## config.mk

```make
export PLATFORM = sky130hd
export DESIGN_NAME = port_guard
export DESIGN_NICKNAME = d
export VERILOG_FILES = /design/src/rtl/portguard_pkg.sv /design/src/rtl/guard_datapath.sv /design/src/rtl/guard_ctrl.sv /design/src/rtl/port_guard.sv
export SDC_FILE = /design/constraint.sdc
export NUM_CORES = 1
export LEC_CHECK = 0
export BUFFER_PORTS_ARGS = -buffer_cell sky130_fd_sc_hd__buf_2
export CAP_MARGIN = 20
export CORE_MARGIN = 3
export CORE_UTILIZATION = 67
export CTS_CLUSTER_DIAMETER = 100
export DETAILED_ROUTE_END_ITERATION = 8
export HOLD_SLACK_MARGIN = 0.15
export PLACE_DENSITY = 0.83
export SYNTH_ARGS = -nofsm -noshare
export SYNTH_HDL_FRONTEND = slang
export SYNTH_HIERARCHICAL = 1
export SYNTH_SLANG_ARGS = --single-unit
export TNS_END_PERCENT = 5
```

## constraint.sdc

```tcl
create_clock -name clk -period 3.9 [get_ports clk]
set_input_delay 0.975 -clock clk [delete_from_list [all_inputs] [get_ports clk]]
set_output_delay 0.975 -clock clk [all_outputs]
set_load 0.05 [all_outputs]
```

## src/rtl/portguard_pkg.sv

```systemverilog
package portguard_pkg;

  // Per-port counter commands issued by the control to the datapath.
  typedef struct packed {
    logic runInc;   // advance the carrier-run timer
    logic runClr;   // carrier idle: restart the run timer
    logic colInc;   // one more consecutive collided packet
    logic colClr;   // clean packet or auto-partition off
    logic lenInc;   // one more transmitted nibble
    logic lenClr;   // packet boundary
  } guardStrobe_t;

endpackage

```

## src/rtl/guard_datapath.sv

```systemverilog
module guard_datapath
  import portguard_pkg::*;
#(
  parameter int NUM_PORTS     = 8,
  parameter int JAB_LIMIT     = 16384,
  parameter int LONG_RUN      = 64,
  parameter int MIN_TX_CYCLES = 128,
  parameter int RUN_W         = 14,
  parameter int COL_W         = 7,
  parameter int LEN_W         = 8
) (
  input  logic                 clk,
  input  logic                 rstN,
  input  guardStrobe_t         strobe  [NUM_PORTS],
  output logic [NUM_PORTS-1:0] runLast,
  output logic [NUM_PORTS-1:0] colFull,
  output logic [NUM_PORTS-1:0] lenFull,
  output logic [COL_W-1:0]     colCnt  [NUM_PORTS],
  output logic [LEN_W-1:0]     lenCnt  [NUM_PORTS]
);

  for (genvar p = 0; p < NUM_PORTS; p++) begin : g_lane
    logic [RUN_W-1:0] runCnt;
    logic [COL_W-1:0] colReg;
    logic [LEN_W-1:0] lenReg;

    always_ff @(posedge clk) begin
      if (!rstN) begin
        runCnt <= '0;
      end else if (strobe[p].runClr) begin
        runCnt <= '0;
      end else if (strobe[p].runInc) begin
        runCnt <= runCnt + RUN_W'(1);
      end
    end

    always_ff @(posedge clk) begin
      if (!rstN) begin
        colReg <= '0;
      end else if (strobe[p].colClr) begin
        colReg <= '0;
      end else if (strobe[p].colInc) begin
        colReg <= colReg + COL_W'(1);
      end
    end

    always_ff @(posedge clk) begin
      if (!rstN) begin
        lenReg <= '0;
      end else if (strobe[p].lenClr) begin
        lenReg <= '0;
      end else if (strobe[p].lenInc) begin
        lenReg <= lenReg + LEN_W'(1);
      end
    end

    assign runLast[p] = (runCnt == RUN_W'(JAB_LIMIT - 1));
    assign colFull[p] = (colReg == COL_W'(LONG_RUN));
    assign lenFull[p] = (lenReg == LEN_W'(MIN_TX_CYCLES));
    assign colCnt[p]  = colReg;
    assign lenCnt[p]  = lenReg;
  end

endmodule

```

## src/rtl/guard_ctrl.sv

```systemverilog
module guard_ctrl
  import portguard_pkg::*;
#(
  parameter int NUM_PORTS     = 8,
  parameter int SHORT_RUN     = 32,
  parameter int LONG_RUN      = 64,
  parameter int MIN_TX_CYCLES = 128,
  parameter int LED_DWELL     = 256,
  parameter int COL_W         = 7,
  parameter int LEN_W         = 8
) (
  input  logic                 clk,
  input  logic                 rstN,
  input  logic [NUM_PORTS-1:0] crs,
  input  logic [NUM_PORTS-1:0] colFlag,
  input  logic [NUM_PORTS-1:0] txEn,
  input  logic [NUM_PORTS-1:0] eop,
  input  logic                 selLong,
  input  logic                 partDisable,
  input  logic [NUM_PORTS-1:0] runLast,
  input  logic [NUM_PORTS-1:0] colFull,
  input  logic [NUM_PORTS-1:0] lenFull,
  input  logic [COL_W-1:0]     colCnt [NUM_PORTS],
  input  logic [LEN_W-1:0]     lenCnt [NUM_PORTS],
  output guardStrobe_t         strobe [NUM_PORTS],
  output logic [NUM_PORTS-1:0] cutoff,
  output logic [NUM_PORTS-1:0] partitioned,
  output logic [5:0]           ledBus
);

  localparam int IDX_W     = (NUM_PORTS > 1) ? $clog2(NUM_PORTS) : 1;
  localparam int DWELL_W   = (LED_DWELL > 1) ? $clog2(LED_DWELL) : 1;
  localparam int LED_IDX_W = 4;

  logic [NUM_PORTS-1:0] colSeen;
  logic [NUM_PORTS-1:0] hit;
  logic [NUM_PORTS-1:0] reachLimit;
  logic [NUM_PORTS-1:0] longEnough;
  logic [COL_W:0]       colNext  [NUM_PORTS];
  logic [LEN_W:0]       lenTotal [NUM_PORTS];
  logic [COL_W:0]       thresh;

  assign thresh = selLong ? (COL_W+1)'(LONG_RUN) : (COL_W+1)'(SHORT_RUN);

  always_comb begin
    for (int i = 0; i < NUM_PORTS; i++) begin
      hit[i]        = colFlag[i] | colSeen[i];
      colNext[i]    = (COL_W+1)'(colCnt[i]) + (COL_W+1)'(1);
      lenTotal[i]   = (LEN_W+1)'(lenCnt[i]) + (LEN_W+1)'(txEn[i]);
      reachLimit[i] = (colNext[i] >= thresh);
      longEnough[i] = (lenTotal[i] >= (LEN_W+1)'(MIN_TX_CYCLES));
      strobe[i].runInc = crs[i] & ~runLast[i];
      strobe[i].runClr = ~crs[i];
      strobe[i].colInc = eop[i] & hit[i] & ~colFull[i] & ~partDisable;
      strobe[i].colClr = partDisable | (eop[i] & ~hit[i]);
      strobe[i].lenInc = txEn[i] & ~eop[i] & ~lenFull[i];
      strobe[i].lenClr = eop[i];
    end
  end

  always_ff @(posedge clk) begin
    if (!rstN) begin
      colSeen     <= '0;
      cutoff      <= '0;
      partitioned <= '0;
    end else begin
      for (int i = 0; i < NUM_PORTS; i++) begin
        if (eop[i]) begin
          colSeen[i] <= 1'b0;
        end else if (colFlag[i]) begin
          colSeen[i] <= 1'b1;
        end

        if (!crs[i]) begin
          cutoff[i] <= 1'b0;
        end else if (runLast[i]) begin
          cutoff[i] <= 1'b1;
        end

        if (partDisable) begin
          partitioned[i] <= 1'b0;
        end else if (eop[i] && hit[i] && reachLimit[i]) begin
          partitioned[i] <= 1'b1;
        end else if (eop[i] && !hit[i] && longEnough[i]) begin
          partitioned[i] <= 1'b0;
        end
      end
    end
  end

  // Status scan for an external LED decoder.
  logic [DWELL_W-1:0] dwellCnt;
  logic [IDX_W-1:0]   scanIdx;

  always_ff @(posedge clk) begin
    if (!rstN) begin
      dwellCnt <= '0;
      scanIdx  <= '0;
    end else if (dwellCnt == DWELL_W'(LED_DWELL - 1)) begin
      dwellCnt <= '0;
      scanIdx  <= (scanIdx == IDX_W'(NUM_PORTS - 1)) ? '0 : scanIdx + IDX_W'(1);
    end else begin
      dwellCnt <= dwellCnt + DWELL_W'(1);
    end
  end

  assign ledBus = {cutoff[scanIdx], partitioned[scanIdx], LED_IDX_W'(scanIdx)};

endmodule

```

## src/rtl/port_guard.sv

```systemverilog
module port_guard
  import portguard_pkg::*;
#(
  parameter int NUM_PORTS     = 8,
  parameter int JAB_LIMIT     = 16384,
  parameter int SHORT_RUN     = 32,
  parameter int LONG_RUN      = 64,
  parameter int MIN_TX_CYCLES = 128,
  parameter int LED_DWELL     = 256
) (
  input  logic                 clk,
  input  logic                 rstN,
  input  logic [NUM_PORTS-1:0] crs,
  input  logic [NUM_PORTS-1:0] colFlag,
  input  logic [NUM_PORTS-1:0] txEn,
  input  logic [NUM_PORTS-1:0] eop,
  input  logic                 selLong,
  input  logic                 partDisable,
  output logic [NUM_PORTS-1:0] cutoff,
  output logic [NUM_PORTS-1:0] partitioned,
  output logic [5:0]           ledBus
);

  localparam int RUN_W = $clog2(JAB_LIMIT);
  localparam int COL_W = $clog2(LONG_RUN + 1);
  localparam int LEN_W = $clog2(MIN_TX_CYCLES + 1);

  guardStrobe_t         strobe [NUM_PORTS];
  logic [NUM_PORTS-1:0] runLast;
  logic [NUM_PORTS-1:0] colFull;
  logic [NUM_PORTS-1:0] lenFull;
  logic [COL_W-1:0]     colCnt [NUM_PORTS];
  logic [LEN_W-1:0]     lenCnt [NUM_PORTS];

  guard_ctrl #(
    .NUM_PORTS(NUM_PORTS), .SHORT_RUN(SHORT_RUN), .LONG_RUN(LONG_RUN),
    .MIN_TX_CYCLES(MIN_TX_CYCLES), .LED_DWELL(LED_DWELL),
    .COL_W(COL_W), .LEN_W(LEN_W)
  ) u_ctrl (
    .clk(clk), .rstN(rstN), .crs(crs), .colFlag(colFlag), .txEn(txEn),
    .eop(eop), .selLong(selLong), .partDisable(partDisable),
    .runLast(runLast), .colFull(colFull), .lenFull(lenFull),
    .colCnt(colCnt), .lenCnt(lenCnt), .strobe(strobe),
    .cutoff(cutoff), .partitioned(partitioned), .ledBus(ledBus)
  );

  guard_datapath #(
    .NUM_PORTS(NUM_PORTS), .JAB_LIMIT(JAB_LIMIT), .LONG_RUN(LONG_RUN),
    .MIN_TX_CYCLES(MIN_TX_CYCLES), .RUN_W(RUN_W), .COL_W(COL_W), .LEN_W(LEN_W)
  ) u_data (
    .clk(clk), .rstN(rstN), .strobe(strobe),
    .runLast(runLast), .colFull(colFull), .lenFull(lenFull),
    .colCnt(colCnt), .lenCnt(lenCnt)
  );

endmodule

```

=== Word level (Yosys, flattened, before mapping) ===
Cells that the tools add are included.

* Output and inout bits: 22
* Bits in registers: 267
* Input bits: 36

* Mux-type cells: 22
* Order comparisons: 17
* Add/subtract/negate cells: 42
* Reductions and logical operators: 74
* Equal/unequal tests: 26
* Bitwise logic cells: 114

{| class="wikitable"
|+ Operator list
! cell !! count
|-
| adder 14 x 1 -> 14 bit (second input constant) || 8
|-
| == test 14 bit (second input constant) || 8
|-
| adder 8 x 1 -> 8 bit (second input constant) || 9
|-
| adder 8 x 1 -> 9 bit || 8
|-
| == test 8 bit (second input constant) || 9
|-
| >= comparator 9 x 8 -> 1 bit (second input constant) || 8
|-
| adder 7 x 1 -> 8 bit (second input constant) || 8
|-
| >= comparator 8 bit || 8
|-
| adder 7 x 1 -> 7 bit (second input constant) || 8
|-
| bitwise AND 1 bit || 56
|-
| == test 7 bit (second input constant) || 8
|-
| inverter 1 bit || 42
|-
| OR reduction 2 bit || 18
|-
| logical AND 1 bit || 32
|-
| two-way mux 1 bit || 18
|-
| bitwise OR 1 bit || 16
|-
| AND reduction 2 bit || 8
|-
| nonzero test 2 bit || 8
|-
| zero test 1 bit || 8
|-
| two-way mux 7 bit || 1
|-
| binary-select mux 1 bit (select 3 bit) || 2
|-
| < comparator 3 x 4 -> 1 bit (second input constant) || 1
|-
| adder 3 x 1 -> 3 bit (second input constant) || 1
|-
| == test 3 bit (second input constant) || 1
|-
| two-way mux 3 bit || 1
|}

=== Longest topological paths before layout ===
* Word-level depth: 6
* Depth in mapped cells: 9
* Mapped depth without buffers: 9

=== By module ===
The synthesis kept the hierarchy.

{| class="wikitable"
|+ By module, submodules not included
! module !! instances !! sequential area each (um^2) !! cells an instance !! area an instance (um^2)
|-
| guard_datapath || 1 || 4644.5 || 1202 || 10606.4
|-
| guard_ctrl || 1 || 700.7 || 339 || 2869.0
|}

=== Least setup slack after synthesis ===
No wires, ideal clock.

* Path kind: flip-flop to output port
* From: register u_ctrl.scanIdx[0]
* To: output port ledBus[4]
* Arrival time: 1.886 ns
* Required time: 2.925 ns
* Setup slack: 1.039 ns
* Stages on the path, launching flop included: 4
* Cells stage by stage: dfxtp_1 clkbuf_1 mux4_2 mux2_2

* Longest elaborated chain between the ends: 2

{| class="wikitable"
|+ RTL lines
! element !! line !! text
|-
| start: declaration || guard_ctrl.sv:93 || <nowiki>logic [IDX_W-1:0] scanIdx;</nowiki>
|-
| start signal: assignment || guard_ctrl.sv:101 || <nowiki>scanIdx <= (scanIdx == IDX_W'(NUM_PORTS - 1)) ? '0 : scanIdx + IDX_W'(1);</nowiki>
|-
| binary-select mux 1 bit (select 3 bit) || guard_ctrl.sv:107 || <nowiki>assign ledBus = {cutoff[scanIdx], partitioned[scanIdx], LED_IDX_W'(scanIdx)};</nowiki>
|-
| two-way mux 1 bit (not written as such) || guard_ctrl.sv:107 ||
|-
| end: declaration || port_guard.sv:21 || <nowiki>output logic [5:0] ledBus</nowiki>
|}

Every way passes these cells. The select of a mux whose other input is x is not followed.

=== Final worst setup path ===
Same ends and word-level chain as after synthesis.

==> key figures <==
Worst setup path
  • Critical Path, Cell by Cell: mux4_2 > mux2_2 > buf_2
  • Worst path bufs/invs: 1
  • Critical path start-end classification: flop to output port
  • Crit path arrival time: 2.24 ns
  • Startpoint kind of the worst setup timing path: flop
  • Type of destination of the critical path: output port
  • Largest stage delay on the critical path: 0.67 ns
  • Largest fanout of any net on the critical path: 8
  • Crit path required time: 2.92 ns
  • Cell class contributing the biggest share of worst-path delay: multiplexers
  • Slowest stage cell, crit path: sky130_fd_sc_hd__dfxtp_1

Global routing
  • Initial antenna violation count: 0
  • GRT Resource Usage Total: 23.7%
  • Total overflow reported by the global router: 0
  • Wire length of the first global-routing pass: 45.2 mm
  • Number of global-route vias before repair: 10100
  • Largest net degree at the start of global routing: 24

STA
  • Min Clock Period, post-route: 3.22 ns
  • Post-Route Setup TNS: 0 ns
  • Post-route fraction of the period consumed by the critical path: 82.5%
  • Relative slew slack: 47.0%
  • Setup skew after layout: 0.00950 ns
  • Number of slew-limit violations in the final report: 0
  • RSZ-0062 raised after global routing: false
  • Worst hold margin: 0.459 ns
  • Top achievable clock speed: 311 MHz
  • Minimum setup slack in the final design: 0.684 ns
  • Total setup violations reported at the end of the flow: 0
  • Number of hold-slack violations in the final timing report: 0
  • Worst Max-Slew Pin Slew: 0.793 ns

Yosys
  • Async S/R FF share, synth: 0%
  • Share of synthesized area occupied by flip-flops and latches: 39.7%
  • Area share of the largest cell type after synthesis: 39.7%
  • Mapped Avg Cell Area: 8.74 um2
  • Number of enable flip-flop cells after synthesis: 0
  • Count of different cell masters after synthesis: 58
  • Top post-synthesis cells by area: sky130_fd_sc_hd__dfxtp_1 40%, sky130_fd_sc_hd__ha_1 7.0%, sky130_fd_sc_hd__nor2_1 6.8%
  • Cell type with the largest total area after synthesis: sky130_fd_sc_hd__dfxtp_1
  • Total nets after synthesis: 1652
  • Post-synth top flop: sky130_fd_sc_hd__dfxtp_1
  • Mapped Area: 0.0135 mm2
  • Synthesis-stage register bit count: 267
  • Syn Inst Count: 1541
  • Yosys synthesis warning count: 6

CTS
  • TritonCTS buffer count: 27
  • CTS tree: done
  • Clock Path Buffers: 3
  • Clock latency of the later-clocked register in the worst-skew pair: 0.52 ns
  • Post-CTS setup buffer count: 0
  • Number of hold buffers added after CTS: 0
  • Root Buffer: sky130_fd_sc_hd__clkbuf_16
  • Number of H-tree levels: 1
  • Number of sinks driven by the clock tree: 267
  • Count of instances resized after the clock tree is built: 0
  • CTS clk-pin slew, worst paths: 0.06 ns

Final layout
  • Fill cells: 1441
  • Synthesis-to-layout area growth: 9.13%
  • Final-stage net count: 1689
  • Diode count: 0
  • Share of final-layout standard cells stronger than drive strength 1: 8.65%
  • Leading cell type in the layout, fill and taps excluded: sky130_fd_sc_hd__dfxtp_1
  • Commonest cells after routing, fill and taps aside: 267 x sky130_fd_sc_hd__dfxtp_1, 244 x sky130_fd_sc_hd__nor2_1, 115 x sky130_fd_sc_hd__nand2_1

Detailed routing
  • Post-detailed-route count of antenna-violating nets: 0
  • Starting DRC count in detailed routing: 595
  • Number of detailed-route iterations in the first pass: 5
  • Number of vias per cell: 5.76
  • Via count: 10700
  • DRC violation count after routing: 0
  • Final routed wire length divided by cell count: 14.2 um
  • Aggregate routed wire length: 26.5 mm

Placed design
  • Worst setup slack before clock tree synthesis: 1.15 ns
  • Number of port buffers: 56
  • Placed wire-length estimate after detailed placement: 18.2 mm
  • Final GP Congestion: 0.863

Pwr
  • Worst VDD drop: 397 uV
  • Pwr Density: 372 mW/mm2
  • Post-layout power: 5470 uW
  • Static Leakage: 0.00536 uW

Floorplan
  • Chip Width: 148 um
  • Total die area: 0.0219 mm2
  • Core Rows: 51
  • Ports placed on the boundary: 58
  • Height of the die: 148 um
  • Initial Utilization: 68.8%
  • Area inside the core boundary: 0.0196 mm2

Flow run
  • Max-cap violation count: 0

Run status
  • Result of the run: finished, final reports clean

Hold path
  • Type of the tightest min-delay check: flop to flop
[worst paths after layout]
path / end / cells past startpoint / start / slack, ns
worst max-delay path: ledBus[4] / 3 / u_ctrl/scanIdx[0] / 0.68
worst min register to register: u_ctrl/dwellCnt[0] / 1 / u_ctrl/dwellCnt[0] / 0.46
worst max register to register: u_data/g_lane[5].lenReg[7] / 8 / u_data/g_lane[5].lenReg[0] / 1.26
worst min-delay path: u_ctrl/dwellCnt[0] / 1 / u_ctrl/dwellCnt[0] / 0.46
[cell families after synthesis]
group	Yosys count	share of synthesized area (%)
buffers and inverters	119	3.83
AO/OA/AOI/OAI	139	6.74
other	1	0.0278
adder cells (fa/ha/maj)	75	6.96
XOR/XNOR	186	12.1
multiplexers	32	2.77
flip-flops	267	39.7
AND/OR/NAND/NOR	722	27.9
[state kept, by name, indices dropped and copies added, names as in the netlist]
name                  count
u_data/g_lane.runCnt    112
u_data/g_lane.lenReg     64
u_data/g_lane.colReg     56
u_ctrl/colSeen            8
u_ctrl/cutoff             8
u_ctrl/dwellCnt           8
u_ctrl/partitioned        8
u_ctrl/scanIdx            3
[power breakdown]
| part | internal (uW) | switching [uW] |
|---|---|---|
| registers | 2750 | 21.9 |
| logic | 90.1 | 147 |
| clock network | 1450 | 1020 |
| total | 4280 | 1190 |
[metrics by stage]
stage	util [%]	cells	instance area (um2)
2_1_floorplan	-	1541	13500
3_3_place_gp	70.7	1814	13900
3_5_place_dp	70.7	1814	13900
4_1_cts	75.1	1861	14700
5_1_grt	75.1	1861	14700
6_report	75.1	1861	14700
[synth_stat cells, drive strengths merged (6+ instances only)]
master and number:
nand2 115, a32o 7, nor3b 24, nor4b 7
o21ai 45, dfxtp 267, a21o 7, o211a 8
a21oi 38, ha 75, nor4 26, xor2 96
nand4 97, nor3 31, o32ai 6, or3 38
nand2b 16, mux2i 26, clkbuf 32, or4b 14
buf 21, and3 26, nand3 52, xnor2 90
or2b 11, nor2 244, a311o 7, inv 66
and4 11
[worst reg2reg max path: stages, from the launching register on]
cell                      delay, ns
sky130_fd_sc_hd__dfxtp_1       0.43
sky130_fd_sc_hd__inv_1         0.07
sky130_fd_sc_hd__ha_1          0.20
sky130_fd_sc_hd__nor4b_1       0.14
sky130_fd_sc_hd__and3_1        0.17
sky130_fd_sc_hd__nor3b_1       0.64
sky130_fd_sc_hd__nand4_1       0.36
sky130_fd_sc_hd__or3_1         0.43
sky130_fd_sc_hd__a21oi_1       0.14
[layer usage]
layer | global-route usage, % | wire length (um) | share of wire [%] | vias to the layer above
met5 | 0 | 0 | 0 | -
met1 | 30.7 | 12300 | 47 | 5089
li1 | - | - | - | 5438
met4 | 7.62 | 693 | 2.6 | 0
met2 | 41.6 | 12700 | 48 | 155
met3 | 2.88 | 727 | 2.7 | 46
[final cells by class]
cell class              count  area (um2)  area share, %
inverters                  66         248           1.68
multi-input cells        1155        7610           51.8
well taps                 265         332           2.25
repair buffers             61         318           2.16
clock inverters             8        67.6          0.459
clock buffers              39         781           5.31
flip-flops and latches    267        5350           36.3
(Power assumes the default switching activity.)
